`src/rtl/sdram_lp_pkg.sv`:
```
package sdram_lp_pkg;

    typedef enum logic [1:0] {
        LPM_OFF   = 2'd0,
        LPM_SREF  = 2'd1,
        LPM_PDOWN = 2'd2,
        LPM_DEEP  = 2'd3
    } lp_mode_e;

    typedef enum logic [2:0] {
        CMD_NOP   = 3'd0,
        CMD_SREF  = 3'd1,
        CMD_PDOWN = 3'd2,
        CMD_DEEP  = 3'd3,
        CMD_EXIT  = 3'd4,
        CMD_EMR   = 3'd5
    } lp_cmd_e;

    typedef enum logic [2:0] {
        ST_AWAKE,
        ST_EMR_WR,
        ST_ENTER,
        ST_ASLEEP,
        ST_EXIT,
        ST_ACCESS,
        ST_DEEP,
        ST_WAKE
    } lp_state_e;

endpackage

```
`src/rtl/lp_exit_timer.sv`:
```
module lp_exit_timer #(
    parameter int LAT_W = 4
) (
    input  logic             clk,
    input  logic             rst_n,
    input  logic             start,
    input  logic [LAT_W-1:0] lat,
    output logic             first,
    output logic             done
);
    logic [LAT_W-1:0] cnt;

    always_ff @(posedge clk or negedge rst_n) begin
        if (!rst_n)
            cnt <= '0;
        else if (start)
            cnt <= '0;
        else if (cnt != lat)
            cnt <= cnt + 1'b1;
    end

    assign first = (cnt == '0);
    assign done  = (cnt == lat);
endmodule

```
`src/rtl/lp_pasr_track.sv`:
```
module lp_pasr_track #(
    parameter int PASR_W = 3
) (
    input  logic              clk,
    input  logic              rst_n,
    input  logic              wr_en,
    input  logic [PASR_W-1:0] wr_val,
    input  logic              clear,
    input  logic [PASR_W-1:0] cur_val,
    output logic              dirty
);
    logic [PASR_W-1:0] last_val;

    always_ff @(posedge clk or negedge rst_n) begin
        if (!rst_n)
            last_val <= '0;
        else if (clear)
            last_val <= '0;
        else if (wr_en)
            last_val <= wr_val;
    end

    assign dirty = (cur_val != last_val);
endmodule

```
`src/rtl/sdram_lp_seq.sv`:
```
module sdram_lp_seq
    import sdram_lp_pkg::*;
#(
    parameter int PASR_W = 3,
    parameter int LAT_W  = 4
) (
    input  logic              clk,
    input  logic              rst_n,
    input  logic [1:0]        cfg_mode,
    input  logic              cfg_clk_freeze,
    input  logic [PASR_W-1:0] cfg_pasr,
    input  logic [LAT_W-1:0]  cfg_exit_lat,
    input  logic              init_done,
    input  logic              acc_req,
    input  logic              acc_done,
    input  logic              wake_req,
    output logic              acc_gnt,
    output logic              acc_err,
    output logic              cmd_valid,
    output logic [2:0]        cmd_code,
    output logic [PASR_W-1:0] cmd_data,
    output logic              cke,
    output logic              clk_en,
    output logic              reinit_req
);
    lp_state_e         state, state_nx;
    lp_mode_e          act_mode;
    logic              act_freeze;
    logic [PASR_W-1:0] act_pasr;
    logic              tmr_start, tmr_first, tmr_done;
    logic              pasr_dirty;
    lp_cmd_e           cmd_e;

    assign tmr_start = (state_nx != state) &&
                       (state_nx == ST_EXIT || state_nx == ST_WAKE);

    lp_exit_timer #(.LAT_W(LAT_W)) i_timer (
        .clk   (clk),
        .rst_n (rst_n),
        .start (tmr_start),
        .lat   (cfg_exit_lat),
        .first (tmr_first),
        .done  (tmr_done)
    );

    lp_pasr_track #(.PASR_W(PASR_W)) i_pasr (
        .clk     (clk),
        .rst_n   (rst_n),
        .wr_en   (state == ST_EMR_WR),
        .wr_val  (act_pasr),
        .clear   (reinit_req),
        .cur_val (cfg_pasr),
        .dirty   (pasr_dirty)
    );

    // state register and settings latched only while awake
    always_ff @(posedge clk or negedge rst_n) begin
        if (!rst_n) begin
            state      <= ST_AWAKE;
            act_mode   <= LPM_OFF;
            act_freeze <= 1'b0;
            act_pasr   <= '0;
        end else begin
            state <= state_nx;
            if (state == ST_AWAKE) begin
                act_mode   <= lp_mode_e'(cfg_mode);
                act_freeze <= cfg_clk_freeze;
                act_pasr   <= cfg_pasr;
            end
        end
    end

    // next state
    always_comb begin
        state_nx = state;
        unique case (state)
            ST_AWAKE: begin
                if (acc_req)
                    state_nx = ST_ACCESS;
                else if (init_done && lp_mode_e'(cfg_mode) != LPM_OFF) begin
                    if (lp_mode_e'(cfg_mode) == LPM_SREF && pasr_dirty)
                        state_nx = ST_EMR_WR;
                    else
                        state_nx = ST_ENTER;
                end
            end
            ST_EMR_WR: state_nx = ST_ENTER;
            ST_ENTER:  state_nx = (act_mode == LPM_DEEP) ? ST_DEEP : ST_ASLEEP;
            ST_ASLEEP: if (acc_req)  state_nx = ST_EXIT;
            ST_EXIT:   if (tmr_done) state_nx = ST_ACCESS;
            ST_ACCESS: if (acc_done) state_nx = ST_AWAKE;
            ST_DEEP:   if (wake_req) state_nx = ST_WAKE;
            ST_WAKE:   if (tmr_done) state_nx = ST_AWAKE;
        endcase
    end

    // outputs
    always_comb begin
        cmd_e      = CMD_NOP;
        cmd_data   = '0;
        cke        = 1'b1;
        clk_en     = 1'b1;
        acc_gnt    = 1'b0;
        acc_err    = 1'b0;
        reinit_req = 1'b0;
        unique case (state)
            ST_AWAKE:  acc_gnt = acc_req;
            ST_EMR_WR: begin
                cmd_e    = CMD_EMR;
                cmd_data = act_pasr;
            end
            ST_ENTER: begin
                cke = 1'b0;
                unique case (act_mode)
                    LPM_SREF:  cmd_e = CMD_SREF;
                    LPM_PDOWN: cmd_e = CMD_PDOWN;
                    LPM_DEEP:  cmd_e = CMD_DEEP;
                    LPM_OFF:   cmd_e = CMD_NOP;
                endcase
            end
            ST_ASLEEP: begin
                cke    = 1'b0;
                clk_en = !((act_mode == LPM_SREF) || act_freeze);
            end
            ST_EXIT: begin
                if (tmr_first) cmd_e = CMD_EXIT;
                acc_gnt = tmr_done;
            end
            ST_ACCESS: ;
            ST_DEEP: begin
                cke     = 1'b0;
                clk_en  = 1'b0;
                acc_err = acc_req;
            end
            ST_WAKE: begin
                if (tmr_first) cmd_e = CMD_EXIT;
                reinit_req = tmr_done;
            end
        endcase
    end

    assign cmd_valid = (cmd_e != CMD_NOP);
    assign cmd_code  = cmd_e;
endmodule

```
`config.mk`:
```
export PLATFORM = sky130hd
export DESIGN_NAME = sdram_lp_seq
export DESIGN_NICKNAME = d
export VERILOG_FILES = /design/src/rtl/sdram_lp_pkg.sv /design/src/rtl/lp_exit_timer.sv /design/src/rtl/lp_pasr_track.sv /design/src/rtl/sdram_lp_seq.sv
export SDC_FILE = /design/constraint.sdc
export NUM_CORES = 1
export LEC_CHECK = 0
export ABC_CLOCK_PERIOD_IN_PS = 1700
export BUFFER_PORTS_ARGS = -buffer_cell sky130_fd_sc_hd__buf_4
export CAP_MARGIN = 20
export CORE_MARGIN = 2
export CORE_UTILIZATION = 47
export DETAILED_ROUTE_END_ITERATION = 12
export PLACE_DENSITY = 0.72
export SLEW_MARGIN = 20
export SYNTH_ARGS = -nofsm -noshare
export SYNTH_HDL_FRONTEND = slang
export SYNTH_SLANG_ARGS = --single-unit
```
`constraint.sdc`:
```
create_clock -name clk -period 1.7 [get_ports clk]
set_input_delay 0.17 -clock clk [delete_from_list [all_inputs] [get_ports clk]]
set_output_delay 0.17 -clock clk [all_outputs]
set_load 0.05 [all_outputs]
```
==> results.md <==
* Status: finished, violations left
* Failing checks: setup timing
* CTS max path bufs at 2
* Clock Latency Late Sink at roughly 0.29 ns
* VDD IR max at ~1.6 mV
* Placed Cells incl. Taps at slightly below 200
* Critical Path, Cell by Cell: buf_4 -> xor2_2 -> or4_4 -> nor3_4 -> buf_6
* H-tree levels at 1
* Detailed Route Iter0 Violations at between 50 and 60
* Fraction of layout cells with a size suffix above 1 at about 50%
* Io pins at 28
* Max Cap Viol at 0
* Drt pass-1 iters at 4
* Total nets after synthesis at ~140
* TritonCTS Buffers at 3
* Die Wd at 52.21 µm
* Global-route wire length before repair at between 5000 and 6000 µm
* Core area at 2212 µm²
* Worst EP arrival at around 1.9 ns
* Worst-Margin Slew at between 0.3 and 0.4 ns
* Synth Flop Type: dfrtp_1
* CTS tree: built
* FILL cells at 151
* Sequential fraction of the synthesis area at a little over a third
* Initial Util at 49.38%
* Cell taking the most area after synthesis: dfrtp_1
* Synth-to-layout area growth at 57.05%
* Mapped Area at between 1000 and 1500 µm²
* Final hold viol count at 0
* Root Driver: clkbuf_4
* HP Class: in2reg
* Total clock sinks at 16
* Final nets at a little under 200
* DR WL/cell at between 15 and 20 µm
* Yosys cell types at 38
* Die Ht at 52.21 µm
* Reg area at between 400 and 500 µm²
* Max transition margin at approximately 76%
* Clock Skew at 0.001390 ns
* Rows at 17
* Slowest cell on crit path: or4_4
* Layout Cells excl Fill at between 200 and 250
* Worst Path Required at between 1.5 and 2 ns
* Lkg Pwr at 0.7738 nW
* Grt ovf at 0
* Min cycle time layout at just over 2 ns
* GRT Util Overall at around a quarter
* Residual DRC at 0
* Max Fclk at 487.3 MHz
* Area contributors post-synth: dfrtp_1 (37%), o21ai_0 (5.0%), a21oi_1 (4.6%)
* Worst Path Class, Setup: reg2out
* Number of synthesized flops with an enable pin at 0
* Max incr delay on CP at roughly 0.46 ns
* Final Max Slew Viols at 0
* Crit Path Max Fanout at 3
* Final setup violation count at 10
* Final Power at 3.527 mW
* Largest net degree at the start of global routing at 17
* Die area at about 2700 µm²
* CTS clk-pin slew, worst paths at 0.10 ns
* Power per cell area at around 2100 nW/µm²
* Multi-input gate area at between 700 and 800 µm²
* Antenna Violating Nets Remaining at 0
* Final wirelength at ~3500 µm
* PortBufs at 27
* RSZ-0062 raised after global routing: true
* Synth Instances at approximately 120
* Startpoint types: register
* Initial antenna violation count at 0
* Min setup slack post-route at -0.3522 ns
* Tcrit/Tclk final at 120.7%
* Via density at around 6
* Vias at ~1.2k
* WHS at 0.09774 ns
* Yosys reg bits at 16
* Ys async rst share at 100.0%
* Diodes inserted at 0
* Post-DP HPWL at roughly 2200 µm
* Crit end category: primary output
* Synth top area share at about 37%
* Synth warn at 0
* Gpl congestion at approximately 0.8
* Avg Cell Area, Syn at 8.809 µm²
* Vias in the first global route at roughly 1.1k
[cell usage after synthesis (all sizes together), types with 2 or more instances]
master / number
a21oi: 10
a311oi: 4
buf: 3
xnor2: 4
nand3: 2
xor2: 4
nor3: 5
nor4: 3
nand2: 12
or3: 2
clkbuf: 4
mux2i: 2
mux2: 2
nand2b: 2
dfrtp: 16
inv: 9
o21ai: 12
ha: 2
nor2: 13
[cell type report]
class / instances / share of cell area, %
Multi-Input combinational cell: 92 / 42.01
Timing Repair Buffer: 59 / 28.15
Sequential cell: 16 / 23.71
Clock buffer: 4 / 2.115
Tap cell: 28 / 2.042
Inverter: 9 / 1.969
[per-stage QoR]
stage	worst slack [ns]	area, µm²	utilization (%)	TNS [ns]
floorplan	-0.3115	1139	-	-1.756
global placement	-0.04849	1505	68.04	-0.08141
detailed placement	-0.08075	1505	68.04	-0.1815
CTS	-0.2825	1624	73.42	-1.179
global route	-0.4079	1715	77.55	-2.279
finish	-0.3522	1715	77.55	-1.701
[critical path: cells and delay by family, from the launching register on]
family,cells,cell delay (ns)
XOR/XNOR,1,0.15
AND/OR/NAND/NOR,2,0.67
flip-flops,1,0.44
buffers and inverters,2,0.33
[what timing repair did]
action,CTS,global route
gates resized for setup,11,15
setup endpoints to repair,7,13
hold buffers,1,0
setup buffers,7,5
pin swaps,6,7
hold endpoints to repair,16,0
[cells in the final DEF (no fill, tap or decap), types with 2 or more instances in the layout]
cell / count
dfrtp_2: 5
a311oi_1: 4
o21ai_2: 2
or3_1: 2
a21oi_1: 9
o21ai_0: 9
nor4_4: 3
buf_6: 10
buf_4: 48
xnor2_1: 4
inv_1: 6
mux2i_1: 2
nand2_1: 12
mux2_2: 2
dfrtp_1: 11
inv_2: 3
xor2_2: 2
clkbuf_4: 3
nand3_1: 2
nor3_1: 4
nor2_1: 11
[routing by layer]
metal,vias to the layer above,share of wire (%),routed length (µm),global-route usage (%)
met5,-,0,0,0
met4,0,3.3,117,9.402
met3,18,6.5,228,4.000
met2,67,49,1730,42.83
met1,590,41,1434,33.58
li1,553,-,-,-
[where the power goes]
part,total [mW],switching (mW),internal [mW]
combinational,2.47,1.37,1.10
sequential,0.799,0.216,0.583
clock,0.262,0.132,0.131
[logic make-up (layout without fill, tap and decap cells)]
family	Yosys count	in the layout	share of synthesized area, %
muxes	4	4	3.895
and+or+nand+nor	43	43	22.68
DFF	16	16	36.65
adders and majority gates	2	2	2.291
buffers and inverters	16	72	5.726
AOI/OAI and AO/OA	35	35	20.62
xor gates and xnor gates	8	8	8.133
[final timing paths]
check | startpoint | endpoint | slack [ns] | cells after the start
setup / recovery | i_timer.cnt[1]$_DFFE_PN0P_ | reinit_req | -0.35 | 5
hold / removal | cfg_clk_freeze | act_freeze$_DFFE_PN0N_ | 0.1 | 2
setup reg to reg | i_timer.cnt[1]$_DFFE_PN0P_ | i_timer.cnt[1]$_DFFE_PN0P_ | -0.19 | 8
hold reg to reg | act_freeze$_DFFE_PN0N_ | act_freeze$_DFFE_PN0N_ | 0.52 | 1
max in group asynchronous | rst_n | state[2]$_DFF_PN0_ | 1.23 | 2
min in group asynchronous | rst_n | i_pasr.last_val[0]$_DFFE_PN0P_ | 0.27 | 2
[state kept, by name (all words and copies together), names as in the netlist]
name and count:
i_timer.cnt 4, act_mode 2, act_pasr 3, i_pasr.last_val 3, state 3, act_freeze 1
Note: power is estimated with default switching activity, not from simulation.
